--- src/rtl/sram_ctl_pkg.sv ---
package sram_ctl_pkg;

  typedef enum logic [1:0] {
    ST_IDLE = 2'd0,
    ST_ACT  = 2'd1,
    ST_GAP  = 2'd2
  } ctl_state_e;

  // ceil(t_ns / clk_ns), never below one cycle
  function automatic int ns_to_cycles(input int t_ns, input int clk_ns);
    int c;
    c = (t_ns + clk_ns - 1) / clk_ns;
    if (c < 1) c = 1;
    return c;
  endfunction

  function automatic int max_of(input int a, input int b);
    return (a > b) ? a : b;
  endfunction

endpackage

--- src/rtl/sram_ctl_timer.sv ---
module sram_ctl_timer #(
  parameter int CNT_W = 2
) (
  input  logic             clk,
  input  logic             rst,
  input  logic             load,
  input  logic [CNT_W-1:0] load_val,
  output logic             last
);

  logic [CNT_W-1:0] cnt_q;

  always_ff @(posedge clk) begin
    if (rst) begin
      cnt_q <= '0;
    end else if (load) begin
      cnt_q <= load_val;
    end else if (cnt_q != '0) begin
      cnt_q <= cnt_q - 1'b1;
    end
  end

  assign last = (cnt_q == CNT_W'(1));

endmodule

--- src/rtl/sram_ctl_fsm.sv ---
module sram_ctl_fsm
  import sram_ctl_pkg::*;
#(
  parameter int CNT_W   = 2,
  parameter int WR_CYC  = 2,
  parameter int RD_CYC  = 2,
  parameter int GAP_CYC = 1
) (
  input  logic             clk,
  input  logic             rst,
  input  logic             host_req,
  input  logic             host_we,
  input  logic             tmr_last,
  output logic             tmr_load,
  output logic [CNT_W-1:0] tmr_val,
  output logic             accept,
  output logic             capture,
  output logic             host_rdy,
  output logic             host_ack,
  output logic             mem_ce1_n,
  output logic             mem_ce2,
  output logic             mem_oe_n,
  output logic             mem_we_n,
  output logic             mem_dq_oe
);

  ctl_state_e state_q;
  logic       op_wr_q;
  logic       finish;
  logic       gap_done;

  assign accept   = (state_q == ST_IDLE) && host_req;
  assign finish   = (state_q == ST_ACT) && tmr_last;
  assign gap_done = (state_q == ST_GAP) && tmr_last;
  assign capture  = finish && !op_wr_q;
  assign tmr_load = accept || finish;

  always_comb begin
    if (accept) begin
      tmr_val = host_we ? CNT_W'(WR_CYC) : CNT_W'(RD_CYC);
    end else begin
      tmr_val = CNT_W'(GAP_CYC);
    end
  end

  always_ff @(posedge clk) begin
    if (rst) begin
      state_q   <= ST_IDLE;
      op_wr_q   <= 1'b0;
      host_rdy  <= 1'b1;
      host_ack  <= 1'b0;
      mem_ce1_n <= 1'b1;
      mem_ce2   <= 1'b0;
      mem_oe_n  <= 1'b1;
      mem_we_n  <= 1'b1;
      mem_dq_oe <= 1'b0;
    end else begin
      host_ack <= 1'b0;
      case (state_q)
        ST_IDLE: begin
          if (accept) begin
            state_q   <= ST_ACT;
            op_wr_q   <= host_we;
            host_rdy  <= 1'b0;
            mem_ce1_n <= 1'b0;
            mem_ce2   <= 1'b1;
            mem_oe_n  <= host_we;
            mem_we_n  <= !host_we;
            mem_dq_oe <= host_we;
          end
        end
        ST_ACT: begin
          if (finish) begin
            host_ack  <= 1'b1;
            mem_ce1_n <= 1'b1;
            mem_ce2   <= 1'b0;
            mem_oe_n  <= 1'b1;
            mem_we_n  <= 1'b1;
            mem_dq_oe <= 1'b0;
            if (op_wr_q) begin
              state_q  <= ST_IDLE;
              host_rdy <= 1'b1;
            end else begin
              state_q  <= ST_GAP;
            end
          end
        end
        ST_GAP: begin
          if (gap_done) begin
            state_q  <= ST_IDLE;
            host_rdy <= 1'b1;
          end
        end
        default: begin
          state_q  <= ST_IDLE;
          host_rdy <= 1'b1;
        end
      endcase
    end
  end

endmodule

--- src/rtl/sram_ctl_datapath.sv ---
module sram_ctl_datapath #(
  parameter int ADDR_W = 13,
  parameter int DATA_W = 8
) (
  input  logic              clk,
  input  logic              rst,
  input  logic              accept,
  input  logic              capture,
  input  logic [ADDR_W-1:0] host_addr,
  input  logic [DATA_W-1:0] host_wdata,
  input  logic [DATA_W-1:0] mem_dq_in,
  output logic [ADDR_W-1:0] mem_addr,
  output logic [DATA_W-1:0] mem_dq_out,
  output logic [DATA_W-1:0] host_rdata
);

  always_ff @(posedge clk) begin
    if (rst) begin
      mem_addr   <= '0;
      mem_dq_out <= '0;
    end else if (accept) begin
      mem_addr   <= host_addr;
      mem_dq_out <= host_wdata;
    end
  end

  always_ff @(posedge clk) begin
    if (rst) begin
      host_rdata <= '0;
    end else if (capture) begin
      host_rdata <= mem_dq_in;
    end
  end

endmodule

--- src/rtl/sram_async_ctl.sv ---
module sram_async_ctl
  import sram_ctl_pkg::*;
#(
  parameter int ADDR_W    = 13,
  parameter int DATA_W    = 8,
  parameter int CLK_NS    = 20,
  parameter int T_WC_NS   = 35,
  parameter int T_WP_NS   = 20,
  parameter int T_CW_NS   = 25,
  parameter int T_DS_NS   = 15,
  parameter int T_RC_NS   = 35,
  parameter int T_AA_NS   = 35,
  parameter int T_ACE_NS  = 35,
  parameter int T_OE_NS   = 15,
  parameter int T_HZOE_NS = 12,
  parameter int T_HZCE_NS = 15
) (
  input  logic              clk,
  input  logic              rst,
  input  logic              host_req,
  input  logic              host_we,
  input  logic [ADDR_W-1:0] host_addr,
  input  logic [DATA_W-1:0] host_wdata,
  output logic              host_rdy,
  output logic              host_ack,
  output logic [DATA_W-1:0] host_rdata,
  output logic [ADDR_W-1:0] mem_addr,
  output logic              mem_ce1_n,
  output logic              mem_ce2,
  output logic              mem_oe_n,
  output logic              mem_we_n,
  output logic [DATA_W-1:0] mem_dq_out,
  input  logic [DATA_W-1:0] mem_dq_in,
  output logic              mem_dq_oe
);

  localparam int WR_CYC = max_of(
    max_of(ns_to_cycles(T_WC_NS, CLK_NS), ns_to_cycles(T_WP_NS, CLK_NS)),
    max_of(ns_to_cycles(T_CW_NS, CLK_NS), ns_to_cycles(T_DS_NS, CLK_NS)));
  localparam int RD_CYC = max_of(
    max_of(ns_to_cycles(T_RC_NS, CLK_NS), ns_to_cycles(T_AA_NS, CLK_NS)),
    max_of(ns_to_cycles(T_ACE_NS, CLK_NS), ns_to_cycles(T_OE_NS, CLK_NS)));
  localparam int GAP_CYC = max_of(ns_to_cycles(T_HZOE_NS, CLK_NS),
                                  ns_to_cycles(T_HZCE_NS, CLK_NS));
  localparam int CNT_W = $clog2(max_of(max_of(WR_CYC, RD_CYC), GAP_CYC) + 1);

  logic             tmr_load;
  logic [CNT_W-1:0] tmr_val;
  logic             tmr_last;
  logic             accept;
  logic             capture;

  sram_ctl_timer #(
    .CNT_W (CNT_W)
  ) u_timer (
    .clk      (clk),
    .rst      (rst),
    .load     (tmr_load),
    .load_val (tmr_val),
    .last     (tmr_last)
  );

  sram_ctl_fsm #(
    .CNT_W   (CNT_W),
    .WR_CYC  (WR_CYC),
    .RD_CYC  (RD_CYC),
    .GAP_CYC (GAP_CYC)
  ) u_fsm (
    .clk       (clk),
    .rst       (rst),
    .host_req  (host_req),
    .host_we   (host_we),
    .tmr_last  (tmr_last),
    .tmr_load  (tmr_load),
    .tmr_val   (tmr_val),
    .accept    (accept),
    .capture   (capture),
    .host_rdy  (host_rdy),
    .host_ack  (host_ack),
    .mem_ce1_n (mem_ce1_n),
    .mem_ce2   (mem_ce2),
    .mem_oe_n  (mem_oe_n),
    .mem_we_n  (mem_we_n),
    .mem_dq_oe (mem_dq_oe)
  );

  sram_ctl_datapath #(
    .ADDR_W (ADDR_W),
    .DATA_W (DATA_W)
  ) u_dp (
    .clk        (clk),
    .rst        (rst),
    .accept     (accept),
    .capture    (capture),
    .host_addr  (host_addr),
    .host_wdata (host_wdata),
    .mem_dq_in  (mem_dq_in),
    .mem_addr   (mem_addr),
    .mem_dq_out (mem_dq_out),
    .host_rdata (host_rdata)
  );

endmodule

--- config.mk ---
export PLATFORM = sky130hd
export DESIGN_NAME = sram_async_ctl
export DESIGN_NICKNAME = d
export VERILOG_FILES = /design/src/rtl/sram_ctl_pkg.sv /design/src/rtl/sram_ctl_timer.sv /design/src/rtl/sram_ctl_fsm.sv /design/src/rtl/sram_ctl_datapath.sv /design/src/rtl/sram_async_ctl.sv
export SDC_FILE = /design/constraint.sdc
export NUM_CORES = 1
export LEC_CHECK = 0
export ABC_AREA = 1
export BUFFER_PORTS_ARGS = -buffer_cell sky130_fd_sc_hd__buf_2
export CORE_UTILIZATION = 25
export DETAILED_ROUTE_END_ITERATION = 8
export GPL_TIMING_DRIVEN = 0
export MAX_ROUTING_LAYER = met4
export PLACE_DENSITY_LB_ADDON = 0.15
export SLEW_MARGIN = 20
export SYNTH_ARGS = -nofsm -noshare
export SYNTH_HDL_FRONTEND = slang
export SYNTH_SLANG_ARGS = --single-unit
export TNS_END_PERCENT = 100
--- constraint.sdc ---
create_clock -name clk -period 1.5 [get_ports clk]
set_input_delay 0.375 -clock clk [delete_from_list [all_inputs] [get_ports clk]]
set_output_delay 0.375 -clock clk [all_outputs]
set_load 0.01 [all_outputs]
; ---- Yosys cells after proc, flatten, opt, wreduce, memory -nomap -nowiden
; Cells that the tools add are included.
[op_classes]
addsub = 1
n_eq_ne = 7
muxes = 24
bitwise_logic = 1
n_reduce_logical = 16
[ops]
columns = op, count
row1 = $mux W2, 7
row2 = $mux W1, 10
row3 = $pmux W1 S2, 5
row4 = $ne A2 B1 Y1 const B, 4
row5 = $pmux W2 S3, 1
row6 = $reduce_and A3 Y1, 2
row7 = $reduce_bool A2 Y1, 3
row8 = $eq A2 B1 Y1 const B, 2
row9 = $logic_and A1 B1 Y1, 4
row10 = $reduce_and A4 Y1, 1
row11 = $pmux W1 S3, 1
row12 = $eq A2 B2 Y1 const B, 1
row13 = $logic_not A1 Y1, 2
row14 = $logic_not A2 Y1, 1
row15 = $reduce_and A2 Y1, 1
row16 = $reduce_or A2 Y1, 1
row17 = $sub A2 B1 Y2 const B, 1
row18 = $logic_or A1 B1 Y1, 1
row19 = $not A1 Y1, 1
[word_totals]
register_bits = 41
inputBits = 33
output_inout_bits = 36
elab_cells = 62

; ---- Depth between registers and ports, before layout
; Gate-level depths: netlist (run 1).
[depth]
word_depth = 4
mapped_depth = 8

; ---- By module
; From an unflattened synthesis (run 1), not the netlist that was laid out.
[unflattened]
cells_unflattened = 263
hier_area_um2 = 1823.0
[by_module_without_submodules]
columns = mod, instances, cells_each, area_each_um2
row1 = sram_ctl_datapath, 1, 185, 1237.4
row2 = sram_ctl_fsm, 1, 56, 445.4
row3 = sram_ctl_timer, 1, 22, 140.1

; ---- Least setup slack after synthesis (run 1)
; No wires, ideal clock.
[synth_path]
path_kind = flip-flop to flip-flop
start = reg u_timer.cnt_q[1]
end = reg u_fsm.host_rdy
setup_time_ps = 125
arrival_time_ps = 987
required_ps = 1375
slack_ps = 389
path_stages_with_launch = 8
path_buffers = 0
synth_period_minus_slack_ps = 1111
path_cell_list = dfxtp_1 -> inv_1 -> ha_1 -> inv_1 -> nand3_1 -> nand2_1 -> o21ai_0 -> nand3_1
[synth_via]
elab_chain_cells = 4
word_cells_on_any_way = 6
classes_between = eq/ne (3) / reduce/logical (3)
[synth_lines]
columns = item, line_no
row1 = "start, declared", sram_ctl_timer.sv:11  ; logic [CNT_W-1:0] cnt_q;
row2 = "start signal, assigned", sram_ctl_timer.sv:17  ; cnt_q <= load_val;
row3 = "start signal, assigned", sram_ctl_timer.sv:19  ; cnt_q <= cnt_q - 1'b1;
row4 = $eq A2 B1 Y1 (*), sram_ctl_timer.sv:23  ; assign last = (cnt_q == CNT_W'(1));
row5 = $logic_and A1 B1 Y1 (on tied branches), "sram_ctl_fsm.sv:33, sram_ctl_fsm.sv:34"
row6 = $ne A2 B1 Y1 (no line), -
row7 = $reduce_and A4 Y1 (no line) (*), -
row8 = "end signal, assigned", sram_ctl_fsm.sv:50  ; host_rdy <= 1'b1;
row9 = "end signal, assigned", sram_ctl_fsm.sv:64  ; host_rdy <= 1'b0;
row10 = "end signal, assigned", sram_ctl_fsm.sv:82  ; host_rdy <= 1'b1;
row11 = "end, declared", sram_ctl_fsm.sv:18  ; output logic host_rdy,
; Mark *: on every way between the ends. The rest lies on a longest branch, timed or not.
; A chain may end at the register's enable or synchronous reset.

; ---- Worst setup path in the final report (run 1)
; Same ends and word-level chain as after synthesis.

==> impl_metrics.json, run 1 <==
{
  "multi_input_area_um2": 609,
  "reg2reg_from": "u_timer.cnt_q[1]",
  "ff2ff_path_depth": 7,
  "vias": 1413,
  "grt_pass1_vias": 1353,
  "row_count": 28,
  "hold_path.class": "input port to flop",
  "cts_hold_buffers": 0,
  "synth_xor_area_share_pct": 0,
  "synth-adder-area-share_pct": 1.62,
  "numCtsBuffers": 5,
  "async_reset_ff_share_pct": 0,
  "synth.avg_cell_area_um2": 8.02,
  "finalSetupTns_ns": 0,
  "tightestPinTransition_ns": 0.392,
  "drtAntennaViolNets": 0,
  "seq_area_frac_synth_pct": 53.0,
  "track_usage_pct": 12.9,
  "cts_setup_buffers": 0,
  "ys_ff_latch": 41,
  "r2r_setup_slack_ns": 0.28,
  "cts_buffer_depth": 2,
  "final_cells": 344,
  "startpoint": "u_timer.cnt_q[1]",
  "cts.clk_slew.worst_paths_ns": 0.08,
  "synth_top_area_cell": "dfxtp_1",
  "grt-ovfl-total": 0,
  "yosysWarnings": 0,
  "ys.flop_type": "dfxtp_1",
  "path_max_fanout": 3,
  "max_cap_viol_count": 0,
  "syn_nets": 228,
  "coreArea_um2": 5960,
  "crit_path_start_kind": "flop",
  "slew-limit-headroom_pct": 73.9,
  "layout_commonest_cell": "buf_2",
  "clkLatencyLatePin_ns": 0.29,
  "io-pin-count": 69,
  "cts_max_level": 2,
  "final_hold_viol_count": 0,
  "diodes": 0,
  "syn_inst": 193,
  "final_cell_mix": "69 x buf_2, 60 x nor2_1, 41 x dfxtp_1",
  "fmax_mhz": 817,
  "first_pass_iters": 4,
  "synth_mux_area_share_pct": 0,
  "synth_area_leaders": "dfxtp_1 53%, nor2_1 15%, o21ai_0 11%",
  "drv_slew": 0,
  "powerDensity_nw_per_um2": 1240,
  "cp.required_ns": 1.68,
  "synthSimpleGateAreaFrac_pct": 25.1,
  "finClkSkew_ns": 0.00710,
  "die_w_um": 80.7,
  "dp_cells": 336,
  "cts_resized": 0,
  "fin_crit_ns": 1.22,
  "vdd_ir_drop_max_mv": 0.363,
  "routed_wl_um": 3760,
  "cts_tree": "built",
  "fillCellCount": 670,
  "hpwl_um": 2760,
  "dpl_cell_area_um2": 1980,
  "area_delta_synth_final_pct": 33.6,
  "leakagePower_nw": 1.01,
  "setup_viol": 0,
  "synth_compound_area_share_pct": 12.6,
  "hold-path-cell-count": 3,
  "synth_edf_count": 0,
  "dieHeight_um": 80.7,
  "final.period_utilization_pct": 81.6,
  "synth_top_family_by_area": "simple AND/OR/NAND/NOR gates",
  "fin_area_um2": 2070,
  "nNetsFinal": 303,
  "end_kind": "flop",
  "place.gp.congestion": 0.744,
  "grt_pass1_wl_um": 6180,
  "outcome": "completed",
  "finish.utilization_pct": 34.7,
  "synth_top_area_share_pct": 53.0,
  "grt_max_degree": 14,
  "hold_ws_ns": 0.323,
  "synth.distinct_cells": 19,
  "r2r-end": "u_fsm.host_rdy",
  "io_buffers": 68,
  "drc": 0,
  "drive_above_1_share_pct": 33.5,
  "netlist_area_um2": 1550,
  "rsz0062_at_grt": "no",
  "arrival_ns": 1.40,
  "drt_iter0_drc": 36,
  "worstSetupPathType": "flop to flop",
  "dieArea_um2": 6510,
  "wl_per_cell_um": 10.9,
  "root_buffer": "clkbuf_8",
  "post_drt_via_cell_ratio": 4.11,
  "seq_area_um2": 821,
  "antenna_found_initial": 0,
  "start_util_pct": 26.0,
  "clock-sinks": 41,
  "critPathCapture": "u_fsm.host_rdy"
}
[sequential cells by signal, summed over array words and instances (netlist names)]
| signal | flops |
|---|---|
| u_fsm.host_rdy | 1 |
| u_fsm.host_ack | 1 |
| u_fsm.op_wr_q | 1 |
| u_fsm.mem_dq_oe | 1 |
| u_fsm.state_q | 2 |
| u_fsm.mem_ce1_n | 1 |
| u_fsm.mem_oe_n | 1 |
| u_fsm.mem_ce2 | 1 |
| u_dp.mem_addr | 13 |
| u_dp.mem_dq_out | 8 |
| u_fsm.mem_we_n | 1 |
| u_dp.host_rdata | 8 |
| u_timer.cnt_q | 2 |
[worst min-delay path by stage]
stage / to / start
2_1_floorplan: u_fsm.op_wr_q / u_fsm.op_wr_q
3_3_place_gp: u_fsm.mem_ce2 / u_fsm.mem_ce2
3_5_place_dp: u_fsm.mem_ce2 / u_fsm.mem_ce2
4_1_cts: u_dp.mem_addr[5] / host_addr[5]
5_1_grt: u_dp.mem_addr[9] / host_addr[9]
6_report: u_dp.mem_dq_out[5] / host_wdata[5]
[report_power, final]
group / switching [W] / total [W] / internal (W)
clock network: 0.000390 / 0.000711 / 0.000321
registers: 0.0000612 / 0.00127 / 0.00121
logic: 0.000333 / 0.000577 / 0.000244
[synthesized netlist by cell type, types with 2 or more instances]
| master | n |
|---|---|
| o21ai_0 | 34 |
| nor2_4 | 2 |
| a21oi_1 | 5 |
| buf_6 | 4 |
| nand3_1 | 5 |
| nor2_1 | 60 |
| dfxtp_1 | 41 |
| inv_1 | 11 |
| ha_1 | 2 |
| clkbuf_1 | 2 |
| nand2_1 | 19 |
[critical path: stages (launching register included)]
cell and delay (ns):
dfxtp_1 0.31, inv_1 0.07, ha_1 0.23, inv_1 0.08, nand3_1 0.11, nand2_1 0.08, o21ai_0 0.16, nand3_1 0.08
[area by class of cell]
cell class,instances,share of cell area (%)
Multi-Input combinational cell,131,29.5
Tap cell,75,4.54
Timing Repair Buffer,68,16.5
Clock inverter,3,0.847
Inverter,14,2.90
Buffer,7,2.78
Clock buffer,5,3.33
Sequential cell,41,39.7
[metal layers]
metal | vias up | routed length, µm | GRT usage [%]
met1 | 609 | 1840 | 15.5
met4 | 0 | 57 | 5.54
met3 | 6 | 177 | 3.18
met5 | - | 0 | -
met2 | 39 | 1680 | 20.6
li1 | 759 | - | -
[cells by family after synthesis]
logic type,after synthesis
adders and majority gates,2
AOI/OAI and AO/OA,39
DFF,41
and+or+nand+nor,90
buffers and inverters,21
[stage by stage]
| stage | setup WS, ns | total power [W] |
|---|---|---|
| detailed placement | 0.0593 | 0.00188 |
| global placement | 0.0750 | 0.00188 |
| CTS | 0.278 | 0.00261 |
| global route | 0.0851 | 0.00274 |
| finish | 0.276 | 0.00256 |
| floorplan | 0.389 | 0.00167 |
Note: power is estimated with default switching activity, not from simulation.
==> run 2, diff against run 1 <==
- clock period: 1.5 -> 1 ns (I/O delays scaled with it)
==> run 2 against run 1 <==
- the run now ends with negative setup slack left
- non-clock buffer count increased by 12
- first-iteration DRC count decreased by 69%
- clock power increased by 87%
- setup slack got worse by 0.38 ns
- design area increased by 26%
- sequential share of layout area decreased by 6.2 points
- hold slack got worse by 0.13 ns
- combinational power increased by 120%
- wire length increased by 8.7%
- largest power group unchanged
==> impl_metrics.json, run 2 (same netlist as run 1, synthesis figures left out) <==
{
  "dieHeight_um": 80.7,
  "largestRegisters": "u_dp.mem_addr (13), u_dp.host_rdata (8), u_dp.mem_dq_out (8)",
  "drtAntennaViolNets": 0,
  "leakagePower_nw": 1.20,
  "fin_ws_ns": -0.106,
  "wl_per_cell_um": 11.5,
  "worstSetupPathType": "flop to flop",
  "final.period_utilization_pct": 111,
  "start_util_pct": 26.0,
  "total_power_w": 0.00460,
  "finalSetupTns_ns": -3.00,
  "failed_checks": "negative setup slack",
  "vias": 1524,
  "end_kind": "flop",
  "crit_path_top_delay_cell": "dfxtp_4",
  "grt-ovfl-total": 0,
  "drive_above_1_share_pct": 57.4,
  "seq_area_um2": 872,
  "fillCellCount": 641,
  "io-pin-count": 69,
  "final_hold_viol_count": 0,
  "finClkSkew_ns": 0.00799,
  "layout_commonest_cell": "nor2_1",
  "cts.clk_slew.worst_paths_ns": 0.08,
  "setup_viol": 41,
  "arrival_ns": 1.34,
  "cpPeakStageDelay_ns": 0.38,
  "final_cell_mix": "56 x nor2_1, 36 x buf_2, 36 x buf_6",
  "drc": 0,
  "cts_buffer_depth": 2,
  "hpwl_um": 2820,
  "rsz0062_at_grt": "yes",
  "tightestPinTransition_ns": 0.424,
  "crit_family": "simple AND/OR/NAND/NOR gates",
  "area_delta_synth_final_pct": 68.5,
  "root_buffer": "clkbuf_8",
  "crit_path_start_kind": "flop",
  "post_drt_via_cell_ratio": 4.27,
  "dieArea_um2": 6510,
  "max_cap_viol_count": 0,
  "crit_top_cell": "nor2_1",
  "regMostFlops": "u_dp.mem_addr",
  "cts_max_level": 2,
  "clkLatencyLatePin_ns": 0.29,
  "row_count": 28,
  "slew-limit-headroom_pct": 71.7,
  "fmax_mhz": 904,
  "powerDensity_nw_per_um2": 1760,
  "drt_iter0_drc": 11,
  "die_w_um": 80.7,
  "largest_reg_flops": 13,
  "worst-path-buf-inv": 2,
  "diodes": 0,
  "track_usage_pct": 13.0,
  "multi_input_area_um2": 711,
  "cp.required_ns": 1.23,
  "path_max_fanout": 8,
  "outcome": "finished, violations left",
  "io_buffers": 68,
  "first_pass_iters": 4,
  "dp_slack_ns": -0.299,
  "numCtsBuffers": 5,
  "fin_crit_ns": 1.11,
  "grt_pass1_wl_um": 6200,
  "routed_wl_um": 4090,
  "drv_slew": 0,
  "cts_tree": "built",
  "grt_pass1_vias": 1350,
  "vdd_ir_drop_max_mv": 0.771,
  "grt_max_degree": 14,
  "clock-sinks": 41,
  "final_cells": 357,
  "finish.utilization_pct": 43.8,
  "dp_cells": 336,
  "place.gp.congestion": 0.711,
  "antenna_found_initial": 0,
  "hold_path.class": "input port to flop",
  "path_cells": "nor2_4 > nand2_4 > inv_8 > clkbuf_16 > nor2_1 > nor2_1",
  "nNetsFinal": 316,
  "coreArea_um2": 5960
}
[run 2: where the power goes]
group | leakage [nW] | total [W] | internal [W] | switching [W]
logic | 0.791 | 0.00129 | 0.000672 | 0.000613
registers | 0.349 | 0.00198 | 0.00185 | 0.000139
clock network | 0.0554 | 0.00133 | 0.000750 | 0.000577
[run 2: final timing paths]
kind / startpoint / endpoint / slack, ns / depth (start not counted)
max: u_fsm.state_q[0] / u_dp.mem_addr[10] / -0.11 / 6
min: host_addr[0] / u_dp.mem_addr[0] / 0.19 / 3
max reg2reg: u_fsm.state_q[0] / u_dp.mem_addr[10] / -0.11 / 6
min reg2reg: u_fsm.mem_ce2 / u_fsm.mem_ce2 / 0.46 / 2
[run 2: metal layers]
metal / vias up / wire length [µm] / track usage, %
li1: 792 / - / -
met1: 691 / 1900 / 15.0
met2: 37 / 1950 / 21.2
met3: 4 / 191 / 3.52
met4: 0 / 47 / 5.54
met5: - / 0 / -
[run 2: worst register-to-register path, cell delays in order, from the launching register on]
cell and delay [ns]:
dfxtp_4 0.38, nor2_4 0.14, nand2_4 0.13, inv_8 0.13, clkbuf_16 0.15, nor2_1 0.04
nor2_1 0.08
[run 2: cell type report]
class / instances / share of cell area, %
sequential: 41 / 33.4
multi-input combinational: 132 / 27.3
timing repair buffer: 80 / 26.1
tap: 75 / 3.60
clock buffer: 6 / 2.78
buffer: 7 / 2.69
inverter: 14 / 2.69
clock inverter: 2 / 1.49
[run 2: repair_timing]
item	CTS	global route
endpoints found under the hold margin	0	0
setup buffers	4	6
cloned	0	3
setup endpoints to repair	71	74
resized for setup	90	41
hold buffers	0	0
pin swaps	5	12
[run 2: stage by stage]
stage | area, µm² | hold WS [ns]
6_report | 2610 | 0.188
5_1_grt | 2610 | 0.192
4_1_cts | 2360 | 0.184
3_5_place_dp | 2000 | 0.445
3_3_place_gp | 2000 | 0.440
2_1_floorplan | 1560 | 0.312
